**config.mk**
```make
export PLATFORM = sky130hd
export DESIGN_NAME = atten_ser_master
export DESIGN_NICKNAME = d
export VERILOG_FILES = /design/src/rtl/atten_ser_pkg.sv /design/src/rtl/atten_frame_pack.sv /design/src/rtl/atten_gap_timer.sv /design/src/rtl/atten_ser_master.sv
export SDC_FILE = /design/constraint.sdc
export NUM_CORES = 1
export LEC_CHECK = 0
export ABC_AREA = 0
export BUFFER_PORTS_ARGS = -buffer_cell sky130_fd_sc_hd__clkbuf_2
export CAP_MARGIN = 10
export CORE_MARGIN = 8
export CORE_UTILIZATION = 50
export CTS_CLUSTER_SIZE = 10
export DETAILED_ROUTE_END_ITERATION = 10
export GPL_ROUTABILITY_DRIVEN = 0
export HOLD_SLACK_MARGIN = 0.06
export PLACE_DENSITY = 0.68
export SLEW_MARGIN = 20
export SYNTH_ARGS = -nofsm -noshare
export SYNTH_HDL_FRONTEND = slang
export SYNTH_SLANG_ARGS = --single-unit
export TNS_END_PERCENT = 1
```
**constraint.sdc**
```tcl
create_clock -name clk -period 2 [get_ports clk]
set_input_delay 0.2 -clock clk [delete_from_list [all_inputs] [get_ports clk]]
set_output_delay 0.2 -clock clk [all_outputs]
set_load 0.005 [all_outputs]
```
**src/rtl/atten_ser_pkg.sv**
```systemverilog
package atten_ser_pkg;

    typedef enum logic [2:0] {
        ST_IDLE,
        ST_LOW,
        ST_HIGH,
        ST_LE_WAIT,
        ST_LE_HIGH
    } xfer_state_e;

    // Nanoseconds to system cycles, rounded up, never below one.
    function automatic int ns_to_cyc(input longint ns, input longint hz);
        longint t;
        t = (ns * hz + 64'd999_999_999) / 64'd1_000_000_000;
        return (t < 1) ? 1 : int'(t);
    endfunction

    function automatic int imax(input int a, input int b);
        return (a > b) ? a : b;
    endfunction

endpackage

```
**src/rtl/atten_frame_pack.sv**
```systemverilog
module atten_frame_pack #(
    parameter int   CODE_W    = 5,
    parameter logic START_BIT = 1'b0
) (
    input  logic [CODE_W-1:0] code_i,
    output logic [CODE_W:0]   frame_o
);
    // The start bit leads, then the code from its heaviest bit down.
    assign frame_o = {START_BIT, code_i};
endmodule

```
**src/rtl/atten_gap_timer.sv**
```systemverilog
module atten_gap_timer #(
    parameter int GAP_C = 5000
) (
    input  logic clk,
    input  logic rst_n,
    input  logic load_i,
    output logic busy_o
);
    localparam int GAP_W = $clog2(GAP_C + 1);

    logic [GAP_W-1:0] cnt_d, cnt_q;

    always_comb begin
        cnt_d = cnt_q;
        if (load_i) begin
            cnt_d = GAP_W'(GAP_C);
        end else if (cnt_q != '0) begin
            cnt_d = cnt_q - GAP_W'(1);
        end
    end

    always_ff @(posedge clk or negedge rst_n) begin
        if (!rst_n) cnt_q <= '0;
        else        cnt_q <= cnt_d;
    end

    assign busy_o = (cnt_q != '0);
endmodule

```
**src/rtl/atten_ser_master.sv**
```systemverilog
module atten_ser_master
    import atten_ser_pkg::*;
#(
    parameter int CLK_HZ         = 125_000_000,
    parameter int SCLK_HALF_CYC  = 8,
    parameter int CODE_W         = 5,
    parameter int MAX_SCLK_HZ    = 10_000_000,
    parameter int MIN_PHASE_NS   = 30,
    parameter int DATA_MARGIN_NS = 10,
    parameter int LE_SETUP_NS    = 10,
    parameter int LE_PULSE_NS    = 30,
    parameter int UPDATE_GAP_NS  = 40_000
) (
    input  logic              clk,
    input  logic              rst_n,
    input  logic [CODE_W-1:0] code_i,
    input  logic              valid_i,
    output logic              ready_o,
    output logic              ser_clk_o,
    output logic              ser_data_o,
    output logic              ser_le_o,
    output logic              done_o
);
    localparam int FRAME_W   = CODE_W + 1;
    localparam int BIT_W     = $clog2(FRAME_W);
    localparam int MARGIN_C  = ns_to_cyc(DATA_MARGIN_NS, CLK_HZ);
    localparam int PH_MIN_C  = ns_to_cyc(MIN_PHASE_NS, CLK_HZ);
    localparam int PH_RATE_C = int'((longint'(CLK_HZ) + 2 * longint'(MAX_SCLK_HZ) - 1)
                                    / (2 * longint'(MAX_SCLK_HZ)));
    localparam int HALF_C    = imax(imax(SCLK_HALF_CYC, PH_MIN_C),
                                    imax(PH_RATE_C, 2 * MARGIN_C));
    localparam int MID_C     = HALF_C / 2;
    localparam int LE_SU_C   = ns_to_cyc(LE_SETUP_NS, CLK_HZ);
    localparam int LE_PW_C   = ns_to_cyc(LE_PULSE_NS, CLK_HZ);
    localparam int GAP_C     = ns_to_cyc(UPDATE_GAP_NS, CLK_HZ);
    localparam int CNT_W     = $clog2(imax(HALF_C, imax(LE_SU_C, LE_PW_C)) + 1);

    typedef struct packed {
        xfer_state_e        state;
        logic [CNT_W-1:0]   cnt;
        logic [BIT_W-1:0]   bits;
        logic [FRAME_W-1:0] shreg;
        logic               sclk;
        logic               sdata;
        logic               le;
        logic               done;
    } xfer_regs_t;

    xfer_regs_t         r_q, r_d;
    logic [FRAME_W-1:0] frame;
    logic               gap_load;
    logic               gap_busy;
    logic               take;

    atten_frame_pack #(
        .CODE_W    (CODE_W),
        .START_BIT (1'b0)
    ) u_pack (
        .code_i  (code_i),
        .frame_o (frame)
    );

    atten_gap_timer #(
        .GAP_C (GAP_C)
    ) u_gap (
        .clk    (clk),
        .rst_n  (rst_n),
        .load_i (gap_load),
        .busy_o (gap_busy)
    );

    assign ready_o = (r_q.state == ST_IDLE) && !gap_busy;
    assign take    = valid_i && ready_o;

    always_comb begin
        r_d      = r_q;
        r_d.done = 1'b0;
        gap_load = 1'b0;
        unique case (r_q.state)
            ST_IDLE: begin
                if (take) begin
                    r_d.state = ST_LOW;
                    r_d.cnt   = '0;
                    r_d.bits  = BIT_W'(FRAME_W - 1);
                    r_d.shreg = frame;
                end
            end
            ST_LOW: begin
                // Data moves midway through the low phase: hold after the
                // previous fall and setup before the next rise both covered.
                if (r_q.cnt == CNT_W'(MID_C - 1)) begin
                    r_d.sdata = r_q.shreg[FRAME_W-1];
                    r_d.shreg = {r_q.shreg[FRAME_W-2:0], 1'b0};
                end
                if (r_q.cnt == CNT_W'(HALF_C - 1)) begin
                    r_d.sclk  = 1'b1;
                    r_d.state = ST_HIGH;
                    r_d.cnt   = '0;
                end else begin
                    r_d.cnt = r_q.cnt + CNT_W'(1);
                end
            end
            ST_HIGH: begin
                if (r_q.cnt == CNT_W'(HALF_C - 1)) begin
                    r_d.sclk = 1'b0;
                    r_d.cnt  = '0;
                    if (r_q.bits == '0) begin
                        r_d.state = ST_LE_WAIT;
                    end else begin
                        r_d.state = ST_LOW;
                        r_d.bits  = r_q.bits - BIT_W'(1);
                    end
                end else begin
                    r_d.cnt = r_q.cnt + CNT_W'(1);
                end
            end
            ST_LE_WAIT: begin
                if (r_q.cnt == CNT_W'(LE_SU_C - 1)) begin
                    r_d.le    = 1'b1;
                    r_d.cnt   = '0;
                    r_d.state = ST_LE_HIGH;
                    gap_load  = 1'b1;
                end else begin
                    r_d.cnt = r_q.cnt + CNT_W'(1);
                end
            end
            ST_LE_HIGH: begin
                if (r_q.cnt == CNT_W'(LE_PW_C - 1)) begin
                    r_d.le    = 1'b0;
                    r_d.done  = 1'b1;
                    r_d.cnt   = '0;
                    r_d.state = ST_IDLE;
                end else begin
                    r_d.cnt = r_q.cnt + CNT_W'(1);
                end
            end
            default: begin
                r_d.state = ST_IDLE;
            end
        endcase
    end

    always_ff @(posedge clk or negedge rst_n) begin
        if (!rst_n) begin
            r_q <= '{state: ST_IDLE, cnt: '0, bits: '0, shreg: '0,
                     sclk: 1'b0, sdata: 1'b0, le: 1'b0, done: 1'b0};
        end else begin
            r_q <= r_d;
        end
    end

    assign ser_clk_o  = r_q.sclk;
    assign ser_data_o = r_q.sdata;
    assign ser_le_o   = r_q.le;
    assign done_o     = r_q.done;

endmodule

```
==> impl_results.md, run 1 <==
- Starting Density: 52.0%
- Max-slew headroom: 44.8%
- Async SR Flop Fraction: 100%
- Clock-pin slew on the worst setup and hold paths: 0.06 ns
- Max_cap viols: 0
- Fin crit share: 98.7%
- Syn-to-layout area delta: 18.4%
- Min Tclk post-route: 1.97 ns
- Congestion Overflow GR: 0
- Hold Crit Class: primary input to register
- Yosys top cell by area: dfrtp_1
- Layout cell share with drive strength beyond 1: 23.5%
- Via density per instance: 5.69
- CTS buffer count: 5
- H-tree depth: 2
- Initial DRC Count: 95
- Post-synthesis cell count: 193
- Fmax: 507 MHz
- Type of origin of the critical path: register
- Post-synthesis cell area: 1900 µm²
- Final non-filler cell total: 269
- Count leader, synth: dfrtp_1
- Via Count: 1531
- Worst-path maximum fanout: 6
- First-pass GRT wire length: 7.17 mm
- TritonRoute pass-1 iters: 4
- Peak supply drop: 0.817 mV
- Post-route cell area: 2250 µm²
- Synth cell types: 50
- Final Max Slew Viols: 0
- Worst EP arrival: 2.14 ns
- Power Dens Cells: 1400 nW/µm²
- Clock Tree Root: clkbuf_8
- Synth Register Bits: 33
- Syn_nets: 207
- RSZ-0062 raised after global routing: yes
- Critical path required time: 2.16 ns
- Placed cell area: 2060 µm²
- Die Area: 6040 µm²
- Most used DFF post-synth: dfrtp_1
- CTS tree: yes
- Total power: 3.16 mW
- WL final: 4.24 mm
- Average cell area after synthesis: 9.87 µm²
- Top-area cell type share of the netlist area: 43.4%
- Nets@finish: 234
- Initial antenna violation count: 0
- Detailed Place HPWL: 2.87 mm
- Drt drc: 0
- Area contributors post-synth: dfrtp_1, mux2_2, ha_1
- Antenna diodes: 0
- Final-report hold violation count: 0
- I/O Buffers: 12
- DIE HEIGHT: 77.7 µm
- Tot GR Track Use: 14.4%
- Final setup viols: 0
- Outcome: completed
- Clock Path Buffers: 2
- DRT antenna net count: 0
- Clock latency on the worst-skew pair: 0.28 ns
- Core area: 3660 µm²
- Drt wl/cell: 15.8 µm
- Number of global-route vias before repair: 1548
- Yosys warnings: 0
- CP Class: register to register
- Top Ports: 13
- Crit end category: register
- Post-synth EDFFs: 0
- Horiz. Die Dim: 77.7 µm
- Clock sink total: 33
- Fin Clk Skew: 0.00828 ns
- Seq/Total Area, Yosys: 43.4%
- Static Leak: 1.03 nW
- Dpl cells: 256
- Row count: 22
- Pin count of the biggest net entering global routing: 34
- Actual slew at the worst max-slew pin: 0.828 ns
- Leading cell types by count after synthesis: dfrtp_1, nand2_1, nor2_1
[metal layers]
layer	vias to the layer above	track usage [%]	share of wire (%)
met3	6	4.15	3.4
li1	752	-	-
met5	-	0	0
met2	31	23.7	49
met1	742	17.7	46
met4	0	4.34	1.1
[power by group]
part	switching, mW	leakage, nW	total (mW)	internal, mW
clock network	0.238	0.0585	0.644	0.406
registers	0.335	0.409	1.26	0.927
logic	0.603	0.566	1.26	0.654
[final timing paths]
path,start,to,slack [ns],cells after the start
worst max-delay path,u_gap.cnt_q[1],r_q[7],0.03,6
worst min-delay path,code_i[0],r_q[4],0.15,2
worst max register to register,u_gap.cnt_q[1],r_q[7],0.03,6
worst min register to register,r_q[10],r_q[10],0.48,1
max in group asynchronous,rst_n,r_q[10],0.93,2
min in group asynchronous,rst_n,r_q[15],0.54,2
[layout by cell type, fill, tap and decap left out, types with 7 or more instances in the layout]
master | Yosys | routed
nand2_1 | 17 | 17
dfrtp_1 | 33 | 33
nor2_1 | 14 | 14
nand3_1 | 9 | 8
nor3_1 | 7 | 7
o21ai_0 | 10 | 10
a21oi_1 | 10 | 10
buf_4 | 0 | 12
nand2b_1 | 7 | 7
inv_1 | 11 | 9
clkbuf_2 | 0 | 12
[worst max-delay path: stages, from the launching register on]
cell and delay, ns:
dfrtp_1 0.43, inv_2 0.10, ha_4 0.12, nor4b_4 0.30, nand4_1 0.24, a21oi_4 0.33, mux2_4 0.34
[flip-flops by register name, indices dropped and copies added (netlist names)]
name         flops
ser_le_o         1
ser_data_o       1
r_q             16
done_o           1
u_gap.cnt_q     13
ser_clk_o        1
[stage by stage]
step / setup slack, ns / util, % / TNS (ns) / hold WS (ns)
finish: 0.0261 / 61.6 / 0 / 0.152
global route: -0.0578 / 61.6 / -0.158 / 0.162
CTS: -0.00496 / 60.2 / -0.00496 / 0.157
detailed placement: -0.0187 / 56.3 / -0.0266 / 0.340
global placement: 0.113 / 56.3 / 0 / 0.329
floorplan: 0.204 / - / 0 / -0.0956
[kinds of logic after synthesis]
kind of cell | synth area share (%)
buf+inv | 3.42
fa+ha+maj | 3.94
flops | 43.4
mux | 7.36
simple gates | 28.3
compound gates | 13.1
xor+xnor | 0.460
[area by class of cell]
cell class / instances / area (µm²)
Clock inverter: 1 / 30.0
Inverter: 11 / 41.3
Tap cell: 48 / 60.1
Timing Repair Buffer: 25 / 160
Sequential cell: 33 / 826
Fill cell: 326 / 1410
Clock buffer: 7 / 86.3
Multi-Input combinational cell: 144 / 1050
[timing repair]
action                                 in CTS  in global routing
hold buffers                                1                  0
pin swaps                                   2                  2
gates cloned                                0                  0
gates resized for setup                     2                  8
setup endpoints to repair                   2                  7
endpoints found under the hold margin      33                  0
buffers inserted                            1                  3
(Power assumes the default switching activity.)
==> run 2, diff against run 1 <==
clock period = 2.19 ns   (was 2 ns; I/O delays follow)
==> run 2 against run 1 <==
Net effect: first-iteration DRC count fell by 13%; combinational power fell by 23%; wire length fell by 8.0%; core utilization fell by 3.3 points; critical endpoint is now ready_o; count of clock-buffer cells in the layout did not move; largest power group unchanged.
==> impl_results.md, run 2 (synthesis results as in run 1) <==
- Outcome: completed
- CTS buffer count: 5 (unchanged)
- Initial antenna violation count: 0 (unchanged)
- Most frequent cells in the layout: dfrtp_1, nand2_1, nor2_1
- Via Count: 1490 (-2.7%)
- Actual slew at the worst max-slew pin: 0.815 ns (-0.0136 ns)
- Clock Path Buffers: 2 (unchanged)
- Max_cap viols: 0 (unchanged)
- Worst path max stage delay: 0.40 ns (-0.03 ns)
- Clock-pin slew on the worst setup and hold paths: 0.07 ns (about the same)
- Post-route cell area: 2130 µm² (-5.4%)
- CP Class: register to output port
- Row count: 22 (unchanged)
- Postcts setup bufs: 0 (-1)
- Nets@finish: 224 (-4.3%)
- Buf/Inv on CP: 2 (+1)
- Crit path cell chain: inv_1 > ha_1 > nor4b_4 > nand3_2 > nor2_1 > clkbuf_2
- Worst Hold Path Cells: 2 (unchanged)
- Top reg by flops: r_q
- Clock latency on the worst-skew pair: 0.29 ns (about the same)
- I/O Buffers: 12 (unchanged)
- Worst EP arrival: 1.78 ns (-0.36 ns)
- Layout cell share with drive strength beyond 1: 18.0% (-5.5 points)
- WL final: 3.90 mm (-8.0%)
- First-pass GRT wire length: 6.88 mm (-4.0%)
- Type of origin of the critical path: register
- Die Area: 6040 µm² (unchanged)
- Detailed Place HPWL: 2.86 mm (-0.38%)
- H-tree depth: 2 (unchanged)
- Setup TNS: 0 ns (unchanged)
- Max-slew headroom: 45.7% (+0.91 points)
- Drt wl/cell: 15.1 µm (-4.4%)
- Final-report hold violation count: 0 (unchanged)
- Final Max Slew Viols: 0 (unchanged)
- Antenna diodes: 0 (unchanged)
- Min Tclk post-route: 2.00 ns
- Starting Density: 52.0% (unchanged)
- Critical path's slowest cell: dfrtp_1
- Final non-filler cell total: 259 (-3.7%)
- DIE HEIGHT: 77.7 µm (unchanged)
- Clock Tree Root: clkbuf_8
- Peak supply drop: 0.545 mV (-33%)
- Drt drc: 0 (unchanged)
- Dpl cells: 250 (-2.3%)
- Static Leak: 0.974 nW (-5.7%)
- Placed cell area: 2020 µm² (-2.2%)
- Number of global-route vias before repair: 1478 (-4.5%)
- Via density per instance: 5.75 (+1.1%)
- Initial DRC Count: 83 (-13%)
- Fin crit share: 91.5%
- Tot GR Track Use: 13.8% (-0.64 points)
- Max reg flops: 16 (unchanged)
- Reg2Reg Depth: 6 (unchanged)
- Top delay family on crit path: simple AND/OR/NAND/NOR gates
- Final WS setup: 0.186 ns (+0.160 ns)
- Final setup viols: 0 (unchanged)
- Core area: 3660 µm² (unchanged)
- Critical path required time: 1.97 ns (-0.19 ns)
- Top Ports: 13 (unchanged)
- CTS tree: yes
- Filler cell count: 334 (+2.5%)
- RSZ-0062 raised after global routing: no
- Pin count of the biggest net entering global routing: 34 (unchanged)
- TritonRoute pass-1 iters: 4 (unchanged)
- Congestion Overflow GR: 0 (unchanged)
- Horiz. Die Dim: 77.7 µm (unchanged)
- Total power: 2.63 mW (-17%)
- Critical Path Stages: 6 (unchanged)
- Pre-CTS setup slack: 0.210 ns (+0.229 ns)
- Fin Clk Skew: 0.00323 ns (-0.00505 ns)
- Fmax: 499 MHz
- Crit end category: output port
- Largest registers: r_q: 16 flops, u_gap.cnt_q: 13 flops
- Worst-path maximum fanout: 7 (+1)
- DRT antenna net count: 0 (unchanged)
- Syn-to-layout area delta: 12.0%
- Power Dens Cells: 1230 nW/µm² (-12%)
- Hold Crit Class: primary input to register
- Commonest non-fill, non-tap cell in the layout: dfrtp_1
- Clock sink total: 33 (unchanged)
==> run 2: final cells by class <==
type / count / area [µm²] / share of cell area [%]
Clock inverter: 1 / 5.00 / 0.235
Inverter: 11 / 41.3 / 1.94
Multi-Input combinational cell: 144 / 1020 / 47.8
Clock buffer: 7 / 96.3 / 4.52
Tap cell: 48 / 60.1 / 2.82
Sequential cell: 33 / 826 / 38.7
Timing Repair Buffer: 15 / 85.1 / 3.99
==> run 2: worst reg2reg max path, cell delays in order (launching register included) <==
cell and delay [ns]:
dfrtp_1 0.40, inv_1 0.12, ha_1 0.16, nor4b_4 0.30
nand4_1 0.24, a21oi_4 0.30, mux2_2 0.36
==> run 2: what timing repair did <==
item | 4_1_cts | 5_1_grt
hold buffers | 1 | 0
endpoints found under the hold margin | 33 | 0
setup endpoints to repair | 0 | 1
gates resized for setup | 0 | 1
==> run 2: path summary, 6_finish.rpt <==
check | startpoint | endpoint | slack [ns]
max | u_gap.cnt_q[0] | ready_o | 0.19
min | code_i[0] | r_q[4] | 0.15
max reg2reg | u_gap.cnt_q[0] | r_q[5] | 0.19
min reg2reg | r_q[10] | r_q[10] | 0.48
max in group asynchronous | rst_n | r_q[10] | 1.12
min in group asynchronous | rst_n | u_gap.cnt_q[10] | 0.56
==> run 2: per-stage QoR <==
step                util, %  hold slack, ns
finish                 58.2           0.153
floorplan                 -         -0.0766
detailed placement     55.1           0.353
CTS                    58.1           0.149
global route           58.2           0.148
global placement       55.1           0.350
==> run 2: metal layers <==
layer	global-route usage [%]	up-vias	part of all wire, %
met2	21.7	19	47
met3	3.80	6	4.1
met1	17.5	732	47
met5	0	-	0
li1	-	733	-
met4	5.09	0	1.5
==> run 2: power breakdown <==
group          internal (mW)  switching [mW]
Clock                  0.284           0.223
Sequential             0.846           0.311
Combinational          0.485           0.483
==> run 3, diff against run 2 <==
CORE_UTILIZATION = 40   (was 50)
PLACE_DENSITY = default   (was 0.68)
==> run 3 against run 2 <==
Net effect: non-clock buffer count rose by 2; count of clock-buffer cells in the layout did not move; final area rose by 0.12%; critical path type is now register to register; largest cell class unchanged.
==> impl_results.md, run 3 (synthesis results as in run 1) <==
- Layout cell share with drive strength beyond 1: 17.5% (-0.56 points)
- Worst R2R Start: u_gap.cnt_q[0]
- Most frequent cells in the layout: dfrtp_1, nand2_1, nor2_1
- Outcome: completed
- Peak supply drop: 0.509 mV (-6.6%)
- Final non-filler cell total: 266 (+2.7%)
- Row count: 25 (+14%)
- Switching power: 982 µW (-3.4%)
- Min Tclk post-route: 1.97 ns (-0.0323 ns)
- Final setup viols: 0 (unchanged)
- Worst-path maximum fanout: 6 (-1)
- Internal: 1.58 mW (-2.0%)
- Net Sw Frac: 38.3% (-0.33 points)
- Core area: 4660 µm² (+27%)
- Dpl cells: 258 (+3.2%)
- Largest registers: r_q: 16 flops, u_gap.cnt_q: 13 flops
- Reg2Reg Depth: 6 (unchanged)
- Drt drc: 0 (unchanged)
- Worst Setup EP: r_q[6]
- First-pass GRT wire length: 6.90 mm (+0.31%)
- Initial antenna violation count: 0 (unchanged)
- Post-route cell area: 2130 µm² (+0.12%)
- CTS tree: yes
- Clock-pin slew on the worst setup and hold paths: 0.07 ns (about the same)
- Setup TNS: 0 ns (unchanged)
- Via Count: 1476 (-0.94%)
- Fmax: 507 MHz (+1.6%)
- Placed cell area: 2040 µm² (+1.1%)
- Clock Tree Root: clkbuf_8
- Max-slew headroom: 45.5% (-0.19 points)
- Drt wl/cell: 14.6 µm (-3.1%)
- Antenna diodes: 0 (unchanged)
- Crit end category: register
- Total power: 2.56 mW (-2.6%)
- Final-report hold violation count: 0 (unchanged)
- Detailed Place HPWL: 2.78 mm (-3.1%)
- Critical path required time: 2.36 ns (+0.39 ns)
- Gate power share: 37.1% (+0.3 points)
- Starting Density: 40.9% (-11 points)
- DRT antenna net count: 0 (unchanged)
- Actual slew at the worst max-slew pin: 0.817 ns (+0.00279 ns)
- Clock latency on the worst-skew pair: 0.28 ns (about the same)
- Max_cap viols: 0 (unchanged)
- TritonRoute pass-1 iters: 4 (unchanged)
- RSZ-0062 raised after global routing: no
- Setup slack, reg-to-reg: 0.22 ns (+0.03 ns)
- Type of origin of the critical path: register
- Commonest non-fill, non-tap cell in the layout: dfrtp_1
- CP Class: register to register
- Number of global-route vias before repair: 1415 (-4.3%)
- Syn-to-layout area delta: 12.1%
- Via density per instance: 5.55 (-3.5%)
- Clock sink total: 33 (unchanged)
- H-tree depth: 2 (unchanged)
- Tot GR Track Use: 11.9% (-1.9 points)
- Die Area: 7230 µm² (+20%)
- Final Max Slew Viols: 0 (unchanged)
- CTS buffer count: 5 (unchanged)
- Worst setup path start: u_gap.cnt_q[0]
- Nets@finish: 226 (+0.89%)
- Top reg by flops: r_q
- Static Leak: 0.974 nW (about the same)
- Clock Path Buffers: 2 (unchanged)
- Pin count of the biggest net entering global routing: 34 (unchanged)
- Top Ports: 13 (unchanged)
- Initial DRC Count: 108 (+30%)
- Fin crit share: 90.0% (-1.5 points)
- Power share of the sequential group: 45.0% (+1.0 points)
- Congestion Overflow GR: 0 (unchanged)
- WL final: 3.88 mm (-0.49%)
- DIE HEIGHT: 85 µm (+9.4%)
- Hold Crit Class: primary input to register
- Power Dens Cells: 1200 nW/µm² (-2.7%)
- Post_cts resized: 0 (unchanged)
- Horiz. Die Dim: 85 µm (+9.4%)
- Worst EP arrival: 2.14 ns (+0.36 ns)
- I/O Buffers: 12 (unchanged)
- Max reg flops: 16 (unchanged)
- Fin Hold WS: 0.144 ns (-0.00933 ns)
- Fin Clk Skew: 0.00659 ns (+0.00336 ns)
- Clock share of power: 17.9% (-1.3 points)
- R2R Path End: r_q[6]
run 3: cell count changes in the layout (fill, tap and decap cells not counted):
| cell | previous run | this run |
|---|---|---|
| clkbuf_8 | 7 | 6 |
| clkbuf_1 | 0 | 1 |
| clkinv_2 | 1 | 0 |
| nand3_2 | 1 | 0 |
| nand3_1 | 8 | 9 |
| buf_4 | 2 | 4 |
run 3: power by group through the flow:
stage,sequential (mW),combinational (mW),clock [mW]
6_report,1.15,0.951,0.459
5_1_grt,1.21,1.09,0.505
4_1_cts,1.15,0.961,0.479
3_5_place_dp,1.16,0.955,0
3_3_place_gp,1.16,0.938,0
2_1_floorplan,1.08,0.792,0
run 3: how the worst min path moves through the flow:
stage	start	endpoint	slack [ns]	depth (start not counted)
2_1_floorplan	rst_n	done_o	-0.08	0
3_3_place_gp	rst_n	u_gap.cnt_q[7]	0.37	1
3_5_place_dp	rst_n	u_gap.cnt_q[11]	0.37	1
4_1_cts	code_i[0]	r_q[4]	0.13	2
5_1_grt	code_i[0]	r_q[4]	0.16	2
6_report	code_i[0]	r_q[4]	0.14	2
run 3: area by class of cell:
class	count	area, µm²
clock buffers	7	86.3
multi-input cells	144	1010
inverters	11	41.3
fillers	439	2530
repair buffers	17	100
flip-flops and latches	33	826
well taps	54	67.6
run 3: per-stage QoR:
step                      worst slack, ns  util (%)
after floorplan                     0.394         -
after global placement              0.253      43.7
after detailed placement            0.202      43.7
after CTS                           0.191      45.8
after global routing               0.0576      45.8
final                               0.218      45.8
run 3: worst max-delay path, stage by stage, from the launching register on:
cell,delay [ns]
dfrtp_1,0.41
inv_1,0.12
ha_1,0.16
nor4b_4,0.27
nand4_1,0.24
a21oi_4,0.30
mux2_2,0.36
run 3: layer usage:
metal / vias to the layer above / GRT usage (%) / share of wire (%)
met5: - / 0 / 0
met4: 0 / 5.02 / 1.6
met3: 7 / 3.76 / 3.8
met2: 20 / 18.1 / 44
met1: 707 / 15.1 / 51
li1: 742 / - / -
run 3: repair_timing:
action | CTS | global route
endpoints found under the hold margin | 22 | 0
hold buffers | 1 | 0
setup buffers | 0 | 0
